--- src/rtl/intr_seq_pkg.sv ---
package intr_seq_pkg;

  localparam int ADDR_W = 16;
  localparam int DATA_W = 8;

  localparam logic [DATA_W-1:0] STACK_PAGE = 8'h01;
  localparam logic [DATA_W-1:0] SP_AFTER_RESET = 8'hFD;
  localparam logic [DATA_W-1:0] STATUS_AFTER_RESET = 8'h20;

  localparam int FLAG_I = 2;
  localparam int FLAG_B = 4;

  localparam logic [ADDR_W-1:0] VEC_NMI = 16'hFFFA;
  localparam logic [ADDR_W-1:0] VEC_RST = 16'hFFFC;
  localparam logic [ADDR_W-1:0] VEC_IRQ = 16'hFFFE;

  typedef enum logic [1:0] {
    K_RST = 2'd0,
    K_NMI = 2'd1,
    K_BRK = 2'd2,
    K_IRQ = 2'd3
  } entry_kind_e;

  typedef enum logic [2:0] {
    S_IDLE    = 3'd0,
    S_PUSH_HI = 3'd1,
    S_PUSH_LO = 3'd2,
    S_PUSH_ST = 3'd3,
    S_VEC_LO  = 3'd4,
    S_VEC_HI  = 3'd5,
    S_DONE    = 3'd6
  } seq_state_e;

  function automatic logic [ADDR_W-1:0] vector_base(entry_kind_e k);
    case (k)
      K_RST:   return VEC_RST;
      K_NMI:   return VEC_NMI;
      default: return VEC_IRQ;
    endcase
  endfunction

endpackage

--- src/rtl/intr_seq_arb.sv ---
module intr_seq_arb
  import intr_seq_pkg::*;
(
  input  logic        clk,
  input  logic        rst_n,
  input  logic        rst_req,
  input  logic        nmi,
  input  logic        irq,
  input  logic        brk_req,
  input  logic        irq_masked,
  input  logic        accept,
  output logic        req_valid,
  output entry_kind_e req_kind
);

  logic nmi_prev_q, nmi_prev_d;
  logic nmi_pend_q, nmi_pend_d;
  logic nmi_rise;
  logic nmi_want;
  logic irq_want;

  assign nmi_rise = nmi & ~nmi_prev_q;
  assign nmi_want = nmi_pend_q | nmi_rise;
  assign irq_want = irq & ~irq_masked;

  // fixed priority select
  always_comb begin
    req_valid = 1'b1;
    req_kind  = K_IRQ;
    if (rst_req)       req_kind = K_RST;
    else if (nmi_want) req_kind = K_NMI;
    else if (brk_req)  req_kind = K_BRK;
    else if (irq_want) req_kind = K_IRQ;
    else               req_valid = 1'b0;
  end

  // edge memory for the non-maskable line
  always_comb begin
    nmi_prev_d = nmi;
    nmi_pend_d = nmi_want;
    if (accept && (req_kind == K_NMI)) nmi_pend_d = 1'b0;
  end

  always_ff @(posedge clk or negedge rst_n) begin
    if (!rst_n) begin
      nmi_prev_q <= 1'b0;
      nmi_pend_q <= 1'b0;
    end else begin
      nmi_prev_q <= nmi_prev_d;
      nmi_pend_q <= nmi_pend_d;
    end
  end

endmodule

--- src/rtl/intr_seq_fsm.sv ---
module intr_seq_fsm
  import intr_seq_pkg::*;
#(
  parameter int RST_BUDGET = 6,
  parameter int INT_BUDGET = 7,
  parameter int BUDGET_W   = 3
) (
  input  logic              clk,
  input  logic              rst_n,
  input  logic              req_valid,
  input  entry_kind_e       req_kind,
  input  logic [ADDR_W-1:0] pc_in,
  input  logic [DATA_W-1:0] sp_in,
  input  logic [DATA_W-1:0] status_in,
  input  logic [DATA_W-1:0] bus_rdata,
  output logic              accept,
  output logic [ADDR_W-1:0] bus_addr,
  output logic [DATA_W-1:0] bus_wdata,
  output logic              bus_we,
  output logic              bus_rd,
  output logic [ADDR_W-1:0] pc_q,
  output logic [DATA_W-1:0] sp_q,
  output logic [DATA_W-1:0] st_q,
  output logic [BUDGET_W-1:0] budget,
  output logic              clr_regs,
  output logic              done
);

  localparam int HALF = ADDR_W / 2;

  seq_state_e        state_q, state_d;
  entry_kind_e       kind_q, kind_d;
  logic [ADDR_W-1:0] pc_d;
  logic [DATA_W-1:0] sp_d;
  logic [DATA_W-1:0] st_d;
  logic [ADDR_W-1:0] vec_lo;
  logic [ADDR_W-1:0] stack_addr;
  logic [DATA_W-1:0] pushed_status;

  assign vec_lo     = vector_base(kind_q);
  assign stack_addr = {STACK_PAGE, sp_q};

  always_comb begin
    pushed_status = st_q;
    pushed_status[FLAG_B] = (kind_q == K_BRK);
  end

  always_comb begin
    state_d   = state_q;
    kind_d    = kind_q;
    pc_d      = pc_q;
    sp_d      = sp_q;
    st_d      = st_q;
    accept    = 1'b0;
    bus_addr  = '0;
    bus_wdata = '0;
    bus_we    = 1'b0;
    bus_rd    = 1'b0;
    budget    = '0;
    clr_regs  = 1'b0;
    done      = 1'b0;
    case (state_q)
      S_IDLE: begin
        if (req_valid) begin
          accept = 1'b1;
          kind_d = req_kind;
          if (req_kind == K_RST) begin
            pc_d    = pc_in;
            sp_d    = SP_AFTER_RESET;
            st_d    = STATUS_AFTER_RESET;
            state_d = S_VEC_LO;
          end else begin
            pc_d = (req_kind == K_BRK) ? pc_in + 1'b1 : pc_in;
            sp_d = sp_in;
            st_d = status_in;
            st_d[FLAG_I] = 1'b1;
            st_d[FLAG_B] = 1'b0;
            state_d = S_PUSH_HI;
          end
        end
      end
      S_PUSH_HI: begin
        bus_addr  = stack_addr;
        bus_wdata = pc_q[ADDR_W-1:HALF];
        bus_we    = 1'b1;
        sp_d      = sp_q - 1'b1;
        state_d   = S_PUSH_LO;
      end
      S_PUSH_LO: begin
        bus_addr  = stack_addr;
        bus_wdata = pc_q[HALF-1:0];
        bus_we    = 1'b1;
        sp_d      = sp_q - 1'b1;
        state_d   = S_PUSH_ST;
      end
      S_PUSH_ST: begin
        bus_addr  = stack_addr;
        bus_wdata = pushed_status;
        bus_we    = 1'b1;
        sp_d      = sp_q - 1'b1;
        state_d   = S_VEC_LO;
      end
      S_VEC_LO: begin
        bus_addr = vec_lo;
        bus_rd   = 1'b1;
        pc_d     = {pc_q[ADDR_W-1:HALF], bus_rdata};
        state_d  = S_VEC_HI;
      end
      S_VEC_HI: begin
        bus_addr = vec_lo + 1'b1;
        bus_rd   = 1'b1;
        pc_d     = {bus_rdata, pc_q[HALF-1:0]};
        state_d  = S_DONE;
      end
      S_DONE: begin
        done     = 1'b1;
        clr_regs = (kind_q == K_RST);
        budget   = (kind_q == K_RST) ? BUDGET_W'(RST_BUDGET) : BUDGET_W'(INT_BUDGET);
        state_d  = S_IDLE;
      end
      default: state_d = S_IDLE;
    endcase
  end

  always_ff @(posedge clk or negedge rst_n) begin
    if (!rst_n) begin
      state_q <= S_IDLE;
      kind_q  <= K_RST;
      pc_q    <= '0;
      sp_q    <= '0;
      st_q    <= '0;
    end else begin
      state_q <= state_d;
      kind_q  <= kind_d;
      pc_q    <= pc_d;
      sp_q    <= sp_d;
      st_q    <= st_d;
    end
  end

endmodule

--- src/rtl/intr_entry_seq.sv ---
module intr_entry_seq
  import intr_seq_pkg::*;
#(
  parameter int RST_BUDGET = 6,
  parameter int INT_BUDGET = 7,
  parameter int BUDGET_W   = $clog2(INT_BUDGET + 1)
) (
  input  logic                clk,
  input  logic                rst_n,
  input  logic                rst_req,
  input  logic                irq,
  input  logic                nmi,
  input  logic                brk_req,
  input  logic [15:0]         pc_in,
  input  logic [7:0]          sp_in,
  input  logic [7:0]          status_in,
  output logic [15:0]         bus_addr,
  output logic [7:0]          bus_wdata,
  input  logic [7:0]          bus_rdata,
  output logic                bus_we,
  output logic                bus_rd,
  output logic [15:0]         pc_out,
  output logic [7:0]          sp_out,
  output logic [7:0]          status_out,
  output logic [BUDGET_W-1:0] budget,
  output logic                clr_regs,
  output logic                done
);

  logic        req_valid;
  entry_kind_e req_kind;
  logic        accept;

  intr_seq_arb u_arb (
    .clk        (clk),
    .rst_n      (rst_n),
    .rst_req    (rst_req),
    .nmi        (nmi),
    .irq        (irq),
    .brk_req    (brk_req),
    .irq_masked (status_in[FLAG_I]),
    .accept     (accept),
    .req_valid  (req_valid),
    .req_kind   (req_kind)
  );

  intr_seq_fsm #(
    .RST_BUDGET (RST_BUDGET),
    .INT_BUDGET (INT_BUDGET),
    .BUDGET_W   (BUDGET_W)
  ) u_fsm (
    .clk       (clk),
    .rst_n     (rst_n),
    .req_valid (req_valid),
    .req_kind  (req_kind),
    .pc_in     (pc_in),
    .sp_in     (sp_in),
    .status_in (status_in),
    .bus_rdata (bus_rdata),
    .accept    (accept),
    .bus_addr  (bus_addr),
    .bus_wdata (bus_wdata),
    .bus_we    (bus_we),
    .bus_rd    (bus_rd),
    .pc_q      (pc_out),
    .sp_q      (sp_out),
    .st_q      (status_out),
    .budget    (budget),
    .clr_regs  (clr_regs),
    .done      (done)
  );

endmodule

--- config.mk ---
export PLATFORM = sky130hd
export DESIGN_NAME = intr_entry_seq
export DESIGN_NICKNAME = d
export VERILOG_FILES = /design/src/rtl/intr_seq_pkg.sv /design/src/rtl/intr_seq_arb.sv /design/src/rtl/intr_seq_fsm.sv /design/src/rtl/intr_entry_seq.sv
export SDC_FILE = /design/constraint.sdc
export NUM_CORES = 1
export LEC_CHECK = 0
export BUFFER_PORTS_ARGS = -buffer_cell sky130_fd_sc_hd__buf_2
export CELL_PAD_IN_SITES_DETAIL_PLACEMENT = 1
export CELL_PAD_IN_SITES_GLOBAL_PLACEMENT = 1
export CORE_MARGIN = 1
export CORE_UTILIZATION = 37
export DETAILED_ROUTE_END_ITERATION = 12
export PLACE_DENSITY_LB_ADDON = 0.15
export SLEW_MARGIN = 20
export SYNTH_ARGS = -nofsm -noshare
export SYNTH_HDL_FRONTEND = slang
export SYNTH_SLANG_ARGS = --single-unit
--- constraint.sdc ---
create_clock -name clk -period 3 [get_ports clk]
set_clock_uncertainty 0.15 [all_clocks]
set_input_delay 0.3 -clock clk [delete_from_list [all_inputs] [get_ports clk]]
set_output_delay 0.3 -clock clk [all_outputs]
set_load 0.01 [all_outputs]
# Yosys cells after proc, flatten, opt, wreduce, memory -nomap -nowiden
# Index checks and enable logic that the tools add are counted.
totals:
  regBits: 39
  word_cells: 72
op_classes:
  add_sub_neg: 3
  eq_ne: 11
  mux: 30
  n_bitwise: 7
  reduce_logical: 13
op_table:
  columns: ["operator", "count"]
  rows:
  - ["$pmux W16 S3", 2]
  - ["$mux W16", 3]
  - ["$mux W8", 3]
  - ["$pmux W8 S3", 1]
  - ["$pmux W3 S6", 1]
  - ["$add A16 B1 Y16 const B", 1]
  - ["$pmux W8 S2", 1]
  - ["$mux W1", 13]
  - ["$eq A3 B3 Y1 const B", 3]
  - ["$mux W3", 3]
  - ["$sub A8 B1 Y8 const B", 1]
  - ["$eq A3 B2 Y1 const B", 2]
  - ["$pmux W3 S2", 1]
  - ["$reduce_and A3 Y1", 2]
  - ["$reduce_bool A2 Y1", 3]
  - ["$add A4 B2 Y5 const B", 1]
  - ["$eq A2 B1 Y1 const B", 2]
  - ["$eq A2 B2 Y1 const B", 2]
  - ["$logic_not A2 Y1", 2]
  - ["$mux W2", 2]
  - ["$not A1 Y1", 4]
  - ["$reduce_and A2 Y1", 2]
  - ["$eq A3 B1 Y1 const B", 1]
  - ["$logic_not A3 Y1", 1]
  - ["6 further kinds", 7]

# Depth between registers and ports, before layout
logic_depth:
  depth_word: 10
  mapped_depth: 9

# Cells and area by module
# From an unflattened synthesis, not the netlist that was laid out.
hier_totals:
  hier_cells: 304
  area_unflattened_um2: 2548.7
by_module_without_submodules:
  columns: ["mod", "instances", "cells_each", "area_each_um2", "seq_area_each_um2"]
  rows:
  - ["intr_seq_fsm", 1, 293, 2437.3, 900.9]
  - ["intr_seq_arb", 1, 11, 111.4, 50.0]

# Least setup slack after synthesis
# No wires, ideal clock.
synth_path:
  path_type: "reg2out"
  start: "register u_fsm.state_q[2]"
  end: "output port bus_addr[10]"
  arrival_ps: 1585
  required_time_ps: 2550
  setup_slack_ps: 965
  path_stages_with_launch: 7
  n_path_buf: 4
  cell_sequence: "dfrtp_1 > clkbuf_1 > or2b_2 > clkbuf_1 > clkbuf_1 > inv_1 > buf_4"
synth_between:
  elab_chain_cells: 3
  elab_cells_between_ends: 7
  cone_classes: "5 x eq/ne; 1 x mux; 1 x reduce/logical"
synth_rtl:
  columns: ["item", "line", "text"]
  rows:
  - ["start: declaration", "intr_seq_fsm.sv:31", "seq_state_e state_q, state_d;"]
  - ["start signal: assignment", "intr_seq_fsm.sv:133", "state_q <= state_d;"]
  - ["$eq A3 B1 Y1 or $eq A3 B2 Y1 (tied branches)", "intr_seq_fsm.sv:62", "case (state_q)"]
  - ["$reduce_or A3 Y1 (no source line)", null, null]
  - ["$pmux W16 S3 *", "intr_seq_fsm.sv:62", null]
  - ["end: declaration", "intr_entry_seq.sv:17", "output logic [15:0] bus_addr,"]
# Every way passes the cells marked *; elsewhere a longest branch is shown, timed or not.

# Final worst setup path
layout_path:
  start: "input port nmi"
  end: "register u_fsm.pc_q[9]"
layout_between:
  elab_chain_cells: 9
  elab_cells_between_ends: 14
  cone_classes: "2 x eq/ne; 8 x mux; 2 x bitwise; 2 x reduce/logical"
layout_rtl:
  columns: ["item", "line", "text"]
  rows:
  - ["start: declaration", "intr_entry_seq.sv:12", "input logic nmi,"]
  - ["$and A1 B1 Y1 *", "intr_seq_arb.sv:22", "assign nmi_rise = nmi & ~nmi_prev_q;"]
  - ["$or A1 B1 Y1 *", "intr_seq_arb.sv:23", "assign nmi_want = nmi_pend_q | nmi_rise;"]
  - ["$mux W2", "intr_seq_arb.sv:31", "else if (nmi_want) req_kind = K_NMI;"]
  - ["$mux W2", "intr_seq_arb.sv:30", "if (rst_req) req_kind = K_RST;"]
  - ["$eq A2 B2 Y1", "intr_seq_fsm.sv:73", "pc_d = (req_kind == K_BRK) ? pc_in + 1'b1 : pc_in;"]
  - ["$mux W16", "intr_seq_fsm.sv:73", null]
  - ["$mux W16", "intr_seq_fsm.sv:67", "if (req_kind == K_RST) begin"]
  - ["$mux W16", "intr_seq_fsm.sv:64", "if (req_valid) begin"]
  - ["$pmux W16 S3", "intr_seq_fsm.sv:62", null]
  - ["end signal: assignment", "intr_seq_fsm.sv:135", "pc_q <= pc_d;"]
  - ["end: declaration", "intr_seq_fsm.sv:21", "output logic [ADDR_W-1:0] pc_q,"]
# Every way passes the cells marked *; elsewhere a longest branch is shown, timed or not. The select of a mux whose other input is x is not followed.
# A chain may end at the register's enable or synchronous reset.

==> results.md <==
- Cells along the critical path: dlygate4sd3_1, buf_2, nor2b_1, a2111o_1, nand2_1, buf_4, o21ai_4, o221ai_1
- Power per cell area: 1080 nW/um2
- Gpl congestion: 0.772
- Commonest non-fill, non-tap cell in the layout: buf_2
- Post-synth top area share: 37.0%
- DRT Pass-1 Iters: 4
- # clock sinks: 38
- Die area: 7290 um2
- Worst slew pin tran: 896 ps
- Worst path slowest cell: dlygate4sd3_1
- Placement row count: 30
- Arrival @ worst endpoint: 2580 ps
- Clock slew at reported path FFs: 80 ps
- Hold slack: -21.7 ps
- Final setup vio count: 0
- Fraction of registers with async set/reset: between 90% and 100%
- Crit start category: primary input
- Diodes inserted: 0
- Synth Flop Type: dfrtp_1
- Yosys warning count: 0
- Synthesized area: 2570 um2
- P_leak: 0.00155 uW
- Dominant cells by area after synthesis: dfrtp_1 37%, nor2_1 6.9%, nand2_1 5.1%, xnor2_1 4.4%, a21oi_1 4.1%
- Vias in the first global route: 2,656
- Status: complete, but fails checks
- Drt drc: 0
- Crit path max-delay family: buffers and inverters
- Worst VDD drop: 229 uV
- Io pins: 109
- Initial antenna violation count: 0
- Area leader, netlist: dfrtp_1
- First-pass GRT wire length: roughly 13,000 um
- Worst stage delay on the critical path: between 500 and 600 ps
- Setup TNS: 0 ps
- Met2 Use GR: 42.4%
- GRT met3 Usage: 4.18%
- H-tree depth: 2
- Clk buf depth: 2
- Via count: about 2,600
- RSZ-0062 raised after global routing: no
- DIE WIDTH: 85.4 um
- Nets: about 450
- GRT busiest layer: met2
- Syn Nets: 358
- CTS tree: done
- Mapped Cells: 310
- Req. time, crit path: 3050 ps
- Vias per std cell: 5.40
- Failing checks: negative hold slack
- IO Port Bufs: 106
- Initial Utilization: 38.1%
- CP bufs+invs: 3
- Netlist cell types: 56
- Seq/Total Area, Yosys: 37.0%
- Crit Path Max Fanout: 12
- Final Max Slew Viols: 0
- Root buffer cell: clkbuf_8
- DP HPWL: 6460 um
- Area growth syn-to-layout: 24.0%
- Clock latency on the worst-skew pair: ~290 ps
- CORE AREA: 6760 um2
- Initial DRC Count: 74
- Die extent in y: 85.4 um
- Final min period: 2520 ps
- Max Freq: 396 MHz
- Final worst slack: 476 ps
- Max-cap violation count: 0
- Commonest non-fill, non-tap cells in the layout: 106 x buf_2, 47 x nor2_1, 38 x dfrtp_1
- GRT Total Usage: 23.8%
- Setup crit end kind: flip-flop
- Post-Syn Area per Cell: 8.30 um2
- Final ANT Viol Nets: 0
- Ratio of cells with drive above 1 in the final layout: 32.5%
- Cts bufs inserted: 5
- Post-synth EDFFs: 0
- Slew headroom: between 40 and 50%
- Gr ovfl total: 0
- Synth Register Bits: 38
- Avg WL per Cell: 17.1 um
- Largest net degree at the start of global routing: 39
- Hold Path Class: in -> async
- FILL cells: slightly below 900
- Crit share post-route: 84.1%
- Final Routed Wirelength: 8330 um
- Crit path kind: in -> reg
- Hold Vio Cnt, Final: 38
- Met1 Use GR: between 20 and 30%
- DP Worst Slack: between 600 and 700 ps
## worst reg2reg max path: stages, from the launching register on
cell and delay (ps):
dfrtp_1 400, or2_0 260, a2111o_1 470, nand2_1 320
buf_4 290, o21ai_4 140, o221ai_1 220
## routing by layer
layer	routed length (um)	vias up
met5	0	-
met4	74	0
met3	354	6
met2	4280	83
met1	3620	1274
li1	-	1262
## through the flow
stage                     power [uW]  hold WS, ps  instances  util, %  instance area [um2]
after global routing            3730         44.7        486     47.2                 3190
after CTS                       3470         13.9        486     47.2                 3190
final                           3440        -21.7        486     47.2                 3190
after global placement          3020          278        477     45.7                 3090
after detailed placement        3080          289        477     45.7                 3090
after floorplan                 2370         -146        310        -                 2570
## state kept, by name, indices dropped and copies added (netlist names)
signal,cells
u_arb.nmi_pend_q,1
u_arb.nmi_prev_q,1
u_fsm.kind_q,2
u_fsm.pc_q,16
u_fsm.sp_q,8
u_fsm.st_q,7
u_fsm.state_q,3
## synthesized netlist by cell type, types with 2 or more instances
| master | n |
|---|---|
| or2b_2 | 2 |
| o221ai_2 | 2 |
| buf_4 | 9 |
| nor3_1 | 12 |
| nand4_1 | 4 |
| o21ai_0 | 9 |
| mux2i_1 | 8 |
| o22ai_1 | 4 |
| nand2b_1 | 4 |
| nand3_1 | 5 |
| a31oi_1 | 2 |
| o221ai_1 | 7 |
| nor2_1 | 47 |
| o21a_1 | 2 |
| o21ai_1 | 3 |
| nand3_2 | 2 |
| inv_1 | 19 |
| a221oi_1 | 3 |
| buf_2 | 3 |
| nand2_1 | 35 |
| buf_6 | 2 |
| clkbuf_1 | 8 |
| a21o_1 | 2 |
| xnor2_1 | 13 |
| a22oi_1 | 2 |
| o211ai_1 | 2 |
| a21oi_1 | 21 |
| nor4_4 | 2 |
| nor2b_1 | 4 |
| a22o_1 | 7 |
| o32ai_1 | 2 |
| ha_1 | 2 |
| dfrtp_1 | 38 |
## cells by family (layout without fill, tap and decap cells)
kind of cell	after synthesis	after routing	share of synthesized area, %
xor gates and xnor gates	14	14	4.77
adders and majority gates	2	2	0.973
muxes	9	9	3.55
buffers and inverters	44	140	8.85
AOI/OAI and AO/OA	75	75	20.6
other	1	1	0.146
and+or+nand+nor	127	127	24.2
DFF	38	38	37.0
## final timing paths
| check | endpoint | depth (start not counted) | start | slack, ps |
|---|---|---|---|---|
| setup / recovery | u_fsm.pc_q[9] | 8 | nmi | 480 |
| hold / removal | u_fsm.kind_q[0] | 1 | rst_n | -20 |
| setup reg to reg | u_fsm.pc_q[9] | 6 | u_arb.nmi_pend_q | 650 |
| hold reg to reg | u_fsm.st_q[2] | 1 | u_fsm.st_q[2] | 370 |
| max in group asynchronous | u_fsm.pc_q[14] | 1 | rst_n | 2160 |
| min in group clk | u_fsm.st_q[3] | 2 | status_in[3] | 70 |
## power breakdown
group	switching (uW)	internal (uW)	total (uW)	leakage, uW
registers	243	747	990	0.000449
logic	1260	811	2070	0.00105
clock network	191	186	376	0.0000482
## layout make-up
| cell class | count | area [um2] | share of cell area, % |
|---|---|---|---|
| inverter | 20 | 75.1 | 2.35 |
| timing repair buffer | 112 | 578 | 18.1 |
| sequential | 38 | 951 | 29.8 |
| tap | 80 | 100 | 3.14 |
| clock inverter | 1 | 5.00 | 0.157 |
| multi-input combinational | 228 | 1390 | 43.7 |
| clock buffer | 7 | 86.3 | 2.71 |
## timing repair
item                                   4_1_cts  5_1_grt
endpoints found under the hold margin        1        0
hold buffers                                 1        0
resized for setup                            0        0
buffers inserted                             0        0
Power figures use the tool's default switching activity.
